### config.mk
export PLATFORM = sky130hd
export DESIGN_NAME = snnTrainSched
export DESIGN_NICKNAME = d
export VERILOG_FILES = /design/src/rtl/snnSchedPkg.sv /design/src/rtl/schedCtrl.sv /design/src/rtl/bufPool.sv /design/src/rtl/stageTimer.sv /design/src/rtl/snnTrainSched.sv
export SDC_FILE = /design/constraint.sdc
export NUM_CORES = 1
export LEC_CHECK = 0
export ABC_AREA = 1
export CAP_MARGIN = 0
export CORE_MARGIN = 3
export CORE_UTILIZATION = 45
export DETAILED_ROUTE_END_ITERATION = 8
export PLACE_DENSITY = 0.78
export SYNTH_ARGS = -nofsm -noshare
export SYNTH_HDL_FRONTEND = slang
export SYNTH_HIERARCHICAL = 1
export SYNTH_SLANG_ARGS = --single-unit
### constraint.sdc
create_clock -name clk -period 3.9 [get_ports clk]
set_input_delay 1.17 -clock clk [delete_from_list [all_inputs] [get_ports clk]]
set_output_delay 1.17 -clock clk [all_outputs]
set_load 0.005 [all_outputs]
### src/rtl/snnSchedPkg.sv
package snnSchedPkg;
  // Per-cycle strobe bundle from admission control to the stage timer.
  typedef struct packed {
    logic active;     // a sample occupies the first layer this cycle
    logic stepLast;   // this is that sample's final timestep
    logic batchLast;  // that sample closes its batch
  } issueT;
endpackage

### src/rtl/schedCtrl.sv
module schedCtrl
  import snnSchedPkg::*;
#(
  parameter int MAX_T     = 8,
  parameter int MAX_BATCH = 8,
  parameter int LAYERS    = 4,
  localparam int TW = $clog2(MAX_T + 1),
  localparam int BW = $clog2(MAX_BATCH + 1),
  localparam int LW = $clog2(LAYERS + 1)
) (
  input  logic          clk,
  input  logic          rstN,
  input  logic [TW-1:0] cfgSteps,
  input  logic [BW-1:0] cfgBatch,
  input  logic [LW-1:0] cfgLayers,
  input  logic          sampleValid,
  input  logic          bufFull,
  input  logic          bufEmpty,
  input  logic          stageBusy,
  output logic          sampleReady,
  output logic          sampleFire,
  output logic [TW-1:0] stepsReg,
  output logic [LW-1:0] layersReg,
  output issueT         issue
);
  logic          fwdActive;
  logic [TW-1:0] tsCnt;
  logic [BW-1:0] batchReg;
  logic [BW-1:0] sampCnt;
  logic          batchLastReg;
  logic          stepLast;
  logic          idleNow;
  logic          cfgLoad;
  logic          closesBatch;

  assign stepLast    = fwdActive && (tsCnt == stepsReg - TW'(1));
  assign sampleReady = !bufFull && (!fwdActive || stepLast);
  assign sampleFire  = sampleValid && sampleReady;
  assign idleNow     = !fwdActive && bufEmpty && !stageBusy;
  assign cfgLoad     = idleNow && !sampleFire;
  assign closesBatch = (sampCnt == batchReg - BW'(1));

  always_ff @(posedge clk) begin
    if (!rstN) begin
      stepsReg     <= TW'(1);
      batchReg     <= BW'(1);
      layersReg    <= LW'(LAYERS);
      fwdActive    <= 1'b0;
      tsCnt        <= '0;
      sampCnt      <= '0;
      batchLastReg <= 1'b0;
    end else begin
      if (cfgLoad) begin
        stepsReg  <= cfgSteps;
        batchReg  <= cfgBatch;
        layersReg <= cfgLayers;
      end
      if (sampleFire) begin
        fwdActive    <= 1'b1;
        tsCnt        <= '0;
        batchLastReg <= closesBatch;
        sampCnt      <= closesBatch ? '0 : sampCnt + BW'(1);
      end else if (fwdActive) begin
        if (stepLast) fwdActive <= 1'b0;
        else          tsCnt     <= tsCnt + TW'(1);
      end
    end
  end

  assign issue = {fwdActive, stepLast, batchLastReg};

  // Multi-timestep samples block the next admission in the following cycle.
  assert_ready_spacing_R2: assert property (@(posedge clk) disable iff (!rstN)
    (sampleFire && stepsReg != TW'(1)) |=> !sampleReady);

  // Configuration registers hold while anything is in flight.
  assert_cfg_hold_R10: assert property (@(posedge clk) disable iff (!rstN)
    !idleNow |=> ($stable(stepsReg) && $stable(batchReg) && $stable(layersReg)));
endmodule

### src/rtl/bufPool.sv
module bufPool #(
  parameter int DEPTH = 4,
  localparam int PW = $clog2(DEPTH),
  localparam int CW = $clog2(DEPTH + 1)
) (
  input  logic          clk,
  input  logic          rstN,
  input  logic          alloc,
  input  logic          release_,
  output logic [PW-1:0] allocIdx,
  output logic [PW-1:0] relIdx,
  output logic          full,
  output logic          empty
);
  logic [PW-1:0] wrPtr;
  logic [PW-1:0] rdPtr;
  logic [CW-1:0] inUse;

  function automatic logic [PW-1:0] bump(input logic [PW-1:0] p);
    return (p == PW'(DEPTH - 1)) ? '0 : p + PW'(1);
  endfunction

  always_ff @(posedge clk) begin
    if (!rstN) begin
      wrPtr <= '0;
      rdPtr <= '0;
      inUse <= '0;
    end else begin
      if (alloc)    wrPtr <= bump(wrPtr);
      if (release_) rdPtr <= bump(rdPtr);
      inUse <= inUse + CW'(alloc) - CW'(release_);
    end
  end

  assign allocIdx = wrPtr;
  assign relIdx   = rdPtr;
  assign full     = (inUse == CW'(DEPTH));
  assign empty    = (inUse == '0);

  assert_no_overflow_R7: assert property (@(posedge clk) disable iff (!rstN)
    alloc |-> !full);

  assert_no_underflow_R6: assert property (@(posedge clk) disable iff (!rstN)
    release_ |-> !empty);
endmodule

### src/rtl/stageTimer.sv
module stageTimer
  import snnSchedPkg::*;
#(
  parameter int MAX_T  = 8,
  parameter int LAYERS = 4,
  localparam int TW = $clog2(MAX_T + 1),
  localparam int LW = $clog2(LAYERS + 1)
) (
  input  logic              clk,
  input  logic              rstN,
  input  logic [TW-1:0]     stepsReg,
  input  logic [LW-1:0]     layersReg,
  input  issueT             issue,
  output logic [LAYERS-1:0] fwdEn,
  output logic              errOutEn,
  output logic [LAYERS-1:0] projEn,
  output logic [LAYERS-1:0] gradEn,
  output logic [LAYERS-1:0] updEn,
  output logic              relStrobe,
  output logic              batchDone,
  output logic              weightBank,
  output logic              busy
);
  logic [LAYERS-1:0] tapVld, tapLst, tapBl, layerMask;
  logic              tailLast, tailBl;
  logic              errBl, projPulse, projBl;
  logic              gradActive, gradBl;
  logic [TW-1:0]     gradCnt;
  logic              updPulse, doneReg, bankReg;

  assign tapVld[0] = issue.active;
  assign tapLst[0] = issue.stepLast;
  assign tapBl[0]  = issue.batchLast;

  // Forward wavefront: each deeper layer trails its predecessor by one cycle.
  for (genvar l = 1; l < LAYERS; l++) begin : g_wave
    logic stVld, stLst, stBl;
    always_ff @(posedge clk) begin
      if (!rstN) begin
        stVld <= 1'b0;
        stLst <= 1'b0;
        stBl  <= 1'b0;
      end else begin
        stVld <= tapVld[l-1];
        stLst <= tapLst[l-1];
        stBl  <= tapBl[l-1];
      end
    end
    assign tapVld[l] = stVld;
    assign tapLst[l] = stLst;
    assign tapBl[l]  = stBl;
  end

  for (genvar l = 0; l < LAYERS; l++) begin : g_mask
    assign layerMask[l] = (LW'(l) < layersReg);
  end

  always_comb begin
    tailLast = 1'b0;
    tailBl   = 1'b0;
    for (int l = 0; l < LAYERS; l++) begin
      if (LW'(l + 1) == layersReg) begin
        tailLast = tapVld[l] && tapLst[l];
        tailBl   = tapBl[l];
      end
    end
  end

  assign relStrobe = gradActive && (gradCnt == stepsReg - TW'(1));

  always_ff @(posedge clk) begin
    if (!rstN) begin
      errOutEn   <= 1'b0;
      errBl      <= 1'b0;
      projPulse  <= 1'b0;
      projBl     <= 1'b0;
      gradActive <= 1'b0;
      gradCnt    <= '0;
      gradBl     <= 1'b0;
      updPulse   <= 1'b0;
      doneReg    <= 1'b0;
      bankReg    <= 1'b0;
    end else begin
      errOutEn  <= tailLast;
      errBl     <= tailBl;
      projPulse <= errOutEn;
      projBl    <= errBl;
      if (projPulse) begin
        gradActive <= 1'b1;
        gradCnt    <= '0;
        gradBl     <= projBl;
      end else if (relStrobe) begin
        gradActive <= 1'b0;
      end else if (gradActive) begin
        gradCnt <= gradCnt + TW'(1);
      end
      updPulse <= relStrobe && gradBl;
      doneReg  <= updPulse;
      if (doneReg) bankReg <= ~bankReg;
    end
  end

  assign fwdEn      = tapVld & layerMask;
  assign projEn     = {LAYERS{projPulse}} & layerMask;
  assign gradEn     = {LAYERS{gradActive}} & layerMask;
  assign updEn      = {LAYERS{updPulse}} & layerMask;
  assign batchDone  = doneReg;
  assign weightBank = bankReg;
  assign busy       = updPulse || doneReg;

  // A gradient window runs its full T cycles once started.
  assert_grad_len_R5: assert property (@(posedge clk) disable iff (!rstN)
    (gradActive && gradCnt != stepsReg - TW'(1)) |=> gradActive);

  // The forward weight copy swaps only right after a batch completes.
  assert_bank_swap_R9: assert property (@(posedge clk) disable iff (!rstN)
    (bankReg != $past(bankReg)) |-> $past(doneReg));
endmodule

### src/rtl/snnTrainSched.sv
module snnTrainSched
  import snnSchedPkg::*;
#(
  parameter int MAX_T     = 8,
  parameter int MAX_BATCH = 8,
  parameter int LAYERS    = 4,
  parameter int DEPTH     = 4,
  localparam int TW = $clog2(MAX_T + 1),
  localparam int BW = $clog2(MAX_BATCH + 1),
  localparam int LW = $clog2(LAYERS + 1),
  localparam int PW = $clog2(DEPTH)
) (
  input  logic              clk,
  input  logic              rstN,
  input  logic [TW-1:0]     cfgSteps,
  input  logic [BW-1:0]     cfgBatch,
  input  logic [LW-1:0]     cfgLayers,
  input  logic              sampleValid,
  output logic              sampleReady,
  output logic [LAYERS-1:0] fwdEn,
  output logic              errOutEn,
  output logic [LAYERS-1:0] projEn,
  output logic [LAYERS-1:0] gradEn,
  output logic [LAYERS-1:0] updEn,
  output logic              bufAlloc,
  output logic [PW-1:0]     bufAllocIdx,
  output logic              bufRelease,
  output logic [PW-1:0]     bufReleaseIdx,
  output logic              batchDone,
  output logic              weightBank
);
  issueT         issue;
  logic [TW-1:0] stepsReg;
  logic [LW-1:0] layersReg;
  logic          bufFull, bufEmpty, stageBusy;

  schedCtrl #(.MAX_T(MAX_T), .MAX_BATCH(MAX_BATCH), .LAYERS(LAYERS)) ctrl_i (
    .clk(clk), .rstN(rstN),
    .cfgSteps(cfgSteps), .cfgBatch(cfgBatch), .cfgLayers(cfgLayers),
    .sampleValid(sampleValid), .bufFull(bufFull), .bufEmpty(bufEmpty),
    .stageBusy(stageBusy), .sampleReady(sampleReady), .sampleFire(bufAlloc),
    .stepsReg(stepsReg), .layersReg(layersReg), .issue(issue)
  );

  bufPool #(.DEPTH(DEPTH)) pool_i (
    .clk(clk), .rstN(rstN), .alloc(bufAlloc), .release_(bufRelease),
    .allocIdx(bufAllocIdx), .relIdx(bufReleaseIdx),
    .full(bufFull), .empty(bufEmpty)
  );

  stageTimer #(.MAX_T(MAX_T), .LAYERS(LAYERS)) timer_i (
    .clk(clk), .rstN(rstN), .stepsReg(stepsReg), .layersReg(layersReg),
    .issue(issue), .fwdEn(fwdEn), .errOutEn(errOutEn), .projEn(projEn),
    .gradEn(gradEn), .updEn(updEn), .relStrobe(bufRelease),
    .batchDone(batchDone), .weightBank(weightBank), .busy(stageBusy)
  );
endmodule

**After elaboration in Yosys (flattened, before gate mapping)**

Index checks and enable logic that the tools add are counted.

- Register bits: 50
- Bits in latches: 0
- Memory bits (writable): 0
- Bits in read-only memories: 0
- Input port bits: 14
- Output and inout bits: 26
- Word-level logic and storage cells: 100
- Memories: 0

- $add $sub $neg: 9
- $mul: 0
- Div/mod/pow operators: 0
- Order comparisons: 4
- Equality and inequality tests: 10
- Shifts and indexed selects: 0
- Multiplexer cells: 16
- Bitwise gates (word level): 8
- Reductions and logical operators: 24

Operator list:

| cell | number |
|---|---|
| $and 4x4->4 | 4 |
| $mux 1 | 13 |
| $add 4x1->4 const B | 3 |
| $eq 4x4->1 | 3 |
| $logic_and 1x1->1 | 12 |
| $sub 4x1->4 const B | 2 |
| $eq 2x3->1 const A | 2 |
| $lt 1x3->1 const A | 2 |
| $lt 2x3->1 const A | 2 |
| $add 2x1->2 const B | 2 |
| $eq 2x2->1 const B | 2 |
| $logic_not 1->1 | 4 |
| $mux 2 | 2 |
| $mux 4 | 1 |
| $not 1->1 | 4 |
| $reduce_and 2->1 | 2 |
| $reduce_or 2->1 | 2 |
| $add 3x1->3 | 1 |
| $eq 1x3->1 const A | 1 |
| $eq 3x3->1 const A | 1 |
| $eq 3x3->1 const B | 1 |
| $logic_not 3->1 | 1 |
| $sub 3x1->3 | 1 |
| $logic_or 1x1->1 | 2 |
| $reduce_bool 2->1 | 1 |

**Depth between registers and ports, before layout**

- Depth after elaboration: 8
- Mapped depth: 18
- Depth with buffers taken out: 18

**Hierarchy**

The synthesis kept the hierarchy.

Modules (own cells, without submodules):

| module | times used | cells each | area each (um2) | seq. area each (um2) |
|---|---|---|---|---|
| schedCtrl | 1 | 190 | 1268.7 | 420.4 |
| stageTimer | 1 | 150 | 1037.2 | 440.4 |
| bufPool | 1 | 47 | 355.3 | 140.1 |

**Worst setup path before layout**

OpenSTA, ideal clock, no wires.

- Path kind: register -> output
- Start point: reg ctrl_i.stepsReg[0]
- End point: out bufAlloc
- Arrival: 1507 ps
- Data required time: 2730 ps
- Setup slack: 1223 ps
- Cell stages (with the launch flop): 10
- Path buffers: 0
- Cell sequence: dfxtp_1 > inv_1 > ha_1 > xor2_1 > nand2_1 > nor2_2 > nand2_2 > nand2_4 > nand3_4 > inv_1

- Cells in the longest elaborated chain, start to end: 6

RTL lines:

| what | line | RTL |
|---|---|---|
| start, declared | schedCtrl.sv:22 | `output logic [TW-1:0] stepsReg,` |
| start signal, assigned | schedCtrl.sv:54 | `stepsReg <= cfgSteps;` |
| $sub 4x1->4 | schedCtrl.sv:36 | `assign stepLast = fwdActive && (tsCnt == stepsReg - TW'(1));` |
| $eq 4x4->1 | schedCtrl.sv:36 |  |
| $logic_and 1x1->1 | schedCtrl.sv:36 |  |
| $logic_or 1x1->1 | schedCtrl.sv:37 | `assign sampleReady = !bufFull && (!fwdActive \|\| stepLast);` |
| $logic_and 1x1->1 | schedCtrl.sv:37 |  |
| $logic_and 1x1->1 | schedCtrl.sv:38 | `assign sampleFire = sampleValid && sampleReady;` |
| end, declared | snnTrainSched.sv:25 | `output logic bufAlloc,` |

No other way between the ends.

**Final worst setup path**

- Start point: in sampleValid
- End point: out bufAlloc

- Cells in the longest elaborated chain, start to end: 1

RTL lines:

| what | line | RTL |
|---|---|---|
| start, declared | snnTrainSched.sv:18 | `input logic sampleValid,` |
| $logic_and 1x1->1 | schedCtrl.sv:38 |  |

No other way between the ends.

==> metrics.log <==
[metrics] run status: complete, no violations
[metrics] vertical die dimension: 82.9 um
[metrics] CTS buffer count: 5
[metrics] number of failing setup endpoints in the final timing report: 0
[metrics] number of buffers between clock root and the deepest sink: 2
[metrics] largest family of logic cells by synthesized area: simple AND/OR/NAND/NOR gates
[metrics] global routing usage summed across all routing layers: 0.167
[metrics] relative slew slack: 0.647
[metrics] starting density of the core: 0.475
[metrics] signed area change from the synthesized netlist to the final layout: 21.7%
[metrics] unrepaired setup endpoints after global routing: no
[metrics] Worst-Skew Late Latency: 0.31 ns
[metrics] period utilization: 0.920
[metrics] violation count after the first detailed-route iteration: 117
[metrics] total DRC errors in the routed layout: 0
[metrics] remaining global-route overflow: 0
[metrics] Post-Syn Area per Cell: 6.88 um^2
[metrics] worst supply voltage drop on vdd: 284 uV
[metrics] Detailed Place HPWL: 4200 um
[metrics] clock period minus final worst setup slack: 3.59 ns
[metrics] count of TritonRoute iterations in the first routing pass: 4
[metrics] wire length of the first global-routing pass: 9690 um
[metrics] hold bufs inserted after CTS: 0
[metrics] Fin. Hold Viols: 0
[metrics] global placement routability congestion: 0.804
[metrics] clock input transition at the sequential cells of the worst setup and hold paths: 0.09 ns
[metrics] gate count of the mapped netlist: 387
[metrics] core outline area: 0.00561 mm^2
[metrics] power density over the cells: 615 mW/mm^2
[metrics] standard-cell rows: 27
[metrics] worst-case hold slack: 0.421 ns
[metrics] NumNets Final: 452
[metrics] most used cells in the layout excluding fill and tap cells: sky130_fd_sc_hd__nand2_1 (91), sky130_fd_sc_hd__inv_1 (73), sky130_fd_sc_hd__dfxtp_1 (50)
[metrics] Req. time, crit path: 2.73 ns
[metrics] CTS tree: yes
[metrics] nature of the critical path startpoint: input port
[metrics] total power draw: 1.99 mW
[metrics] Post-synth ARST share: 0
[metrics] post-route cell area: 0.00324 mm^2
[metrics] count of maximum capacitance violations: 0
[metrics] Post-Syn Nets: 412
[metrics] Seq/Total Area, Yosys: 0.376
[metrics] actual slew at the worst max-slew pin: 0.527 ns
[metrics] total count of max-transition violations in the final report: 0
[metrics] cell chosen for the clock root: sky130_fd_sc_hd__clkbuf_8
[metrics] Cell Area, Synth: 0.00266 mm^2
[metrics] vias after detailed routing: 2405
[metrics] total detailed-routing wirelength: 5640 um
[metrics] number of buffer cells added on primary ports: 39
[metrics] number of placed instances, taps included: 492
[metrics] Post CTS Setup Buffer Count: 0
[metrics] area enclosed by the die boundary: 0.00687 mm^2
[metrics] crit path kind: in2out
[metrics] most used flip-flop cell after synthesis: sky130_fd_sc_hd__dfxtp_1
[metrics] pin count of the biggest net entering global routing: 32
[metrics] fillcell total: 561
[metrics] synthesized-area fraction occupied by ao, oa, aoi and oai cells: 0.0630
[metrics] fraction of final layout cells with drive strength greater than 1: 0.0724
[metrics] Synth Area in XOR/XNOR: 0.0428
[metrics] vias in the first global route: 2266
[metrics] wire length per cell after detailed routing: 11.3 um
[metrics] Ports: 40
[metrics] critical path capture point type: primary output
[metrics] share of synthesized cell area in full adder, half adder and majority cells: 0.0545
[metrics] P_leak: 1.61 nW
[metrics] Unique masters post-synth: 28
[metrics] Cell Count, Final, Fillers Out: 500
[metrics] residual antenna-violating net count after detailed routing: 0
[metrics] area fraction in and, or, nand and nor cells after synthesis: 0.328
[metrics] Worst Clk Skew: 0.00739 ns
[metrics] diode insertion count for antenna repair: 0
[metrics] floorplan die width: 82.9 um
[metrics] count of state elements after synthesis: 50
[metrics] TritonCTS Sinks: 50
[metrics] most frequent standard cell in the layout excluding fill and tap cells: sky130_fd_sc_hd__nand2_1
[metrics] initial antenna violation count: 0
[metrics] count of yosys warnings during synthesis: 6
[metrics] EDFF count, synth: 0
[metrics] quantity of gates resized following cts: 0
[metrics] Achievable Freq: 279 MHz
[metrics] H-tree depth: 2
[metrics] Sequential cell area: 0.00100 mm^2
[metrics] vias per cell: 4.81
[metrics] area of placed instances: 0.00310 mm^2
[metrics] top fanout value on the critical path: 4
[metrics] arrival time worst endpoint: 2.42 ns
[metrics] Multi-input gate area: 0.00130 mm^2
[metrics] multiplexer share of the synthesized area: 0
[metrics] post-route setup TNS: 0 ns
[metrics] worst min-delay path class: reg2reg
## critical path, cell delays in order
cell,delay [ns]
sky130_fd_sc_hd__clkdlybuf4s50_1,0.58
sky130_fd_sc_hd__nand3_4,0.10
sky130_fd_sc_hd__inv_1,0.07
sky130_fd_sc_hd__clkdlybuf4s50_1,0.49
## report_power, final
| group | internal (mW) | total (mW) | switching (mW) |
|---|---|---|---|
| clock network | 0.257 | 0.432 | 0.176 |
| logic | 0.339 | 0.857 | 0.518 |
| registers | 0.604 | 0.702 | 0.0978 |
## metrics by stage
stage	setup slack, ns	utilization
finish	0.312	0.577
floorplan	1.22	-
global route	0.139	0.577
CTS	0.311	0.577
global placement	0.344	0.553
detailed placement	0.320	0.553
## cells in the mapped netlist, types with 3 or more instances
| library cell | instances | area, um^2 |
|---|---|---|
| sky130_fd_sc_hd__nand3_2 | 5 | 50.1 |
| sky130_fd_sc_hd__nor2_2 | 3 | 18.8 |
| sky130_fd_sc_hd__nand2_4 | 3 | 33.8 |
| sky130_fd_sc_hd__nand4_1 | 4 | 25.0 |
| sky130_fd_sc_hd__nand2_1 | 91 | 342 |
| sky130_fd_sc_hd__inv_1 | 73 | 274 |
| sky130_fd_sc_hd__ha_1 | 10 | 125 |
| sky130_fd_sc_hd__nand3_1 | 30 | 150 |
| sky130_fd_sc_hd__nand2_2 | 3 | 18.8 |
| sky130_fd_sc_hd__buf_4 | 5 | 37.5 |
| sky130_fd_sc_hd__dfxtp_1 | 50 | 1000 |
| sky130_fd_sc_hd__a21oi_1 | 24 | 120 |
| sky130_fd_sc_hd__clkbuf_1 | 3 | 11.3 |
| sky130_fd_sc_hd__xor2_1 | 7 | 61.3 |
| sky130_fd_sc_hd__xnor2_1 | 6 | 52.6 |
| sky130_fd_sc_hd__o21ai_0 | 4 | 20.0 |
| sky130_fd_sc_hd__nor2_1 | 49 | 184 |
## registers in the layout, indices dropped and copies added (netlist names)
name                  flops
ctrl_i/batchLastReg       1
ctrl_i/batchReg           4
ctrl_i/fwdActive          1
ctrl_i/layersReg          3
ctrl_i/sampCnt            4
ctrl_i/stepsReg           4
ctrl_i/tsCnt              4
pool_i/allocIdx           2
pool_i/inUse              3
pool_i/relIdx             2
timer_i/batchDone         1
timer_i/errBl             1
timer_i/errOutEn          1
timer_i/g_wave.stBl       3
timer_i/g_wave.stLst      3
timer_i/g_wave.stVld      3
timer_i/gradActive        1
timer_i/gradBl            1
timer_i/gradCnt           4
timer_i/projBl            1
timer_i/projPulse         1
timer_i/updPulse          1
timer_i/weightBank        1
## kinds of logic (layout without fill, tap and decap cells)
family,after synthesis,after routing
AND/OR/NAND/NOR,194,194
buffers and inverters,87,128
flip-flops,50,50
AO/OA/AOI/OAI,32,32
XOR/XNOR,13,13
adder cells (fa/ha/maj),11,11
## cell type report
class,instances,area share
Clock inverter,3,0.0213
Multi-Input combinational cell,250,0.401
Clock buffer,5,0.0213
Timing Repair Buffer,43,0.130
Sequential cell,50,0.309
Inverter,77,0.0893
Tap cell,72,0.0278
## worst paths after layout
kind | slack, ns | endpoint | startpoint | cells after the start
max | 0.31 | bufAlloc | sampleValid | 4
min | 0.42 | timer_i/projBl$_SDFF_PN0_ | timer_i/errBl$_SDFF_PN0_ | 2
max reg2reg | 1.26 | pool_i/inUse[2]$_SDFF_PN0_ | ctrl_i/stepsReg[0]$_SDFFE_PN1P_ | 15
min reg2reg | 0.42 | timer_i/projBl$_SDFF_PN0_ | timer_i/errBl$_SDFF_PN0_ | 2
## metal layers
| metal | part of all wire | track usage |
|---|---|---|
| met1 | 0.42 | 0.194 |
| met2 | 0.52 | 0.293 |
| met3 | 0.043 | 0.0397 |
| met4 | 0.014 | 0.0684 |
| met5 | 0 | 0 |
Power figures use the tool's default switching activity.
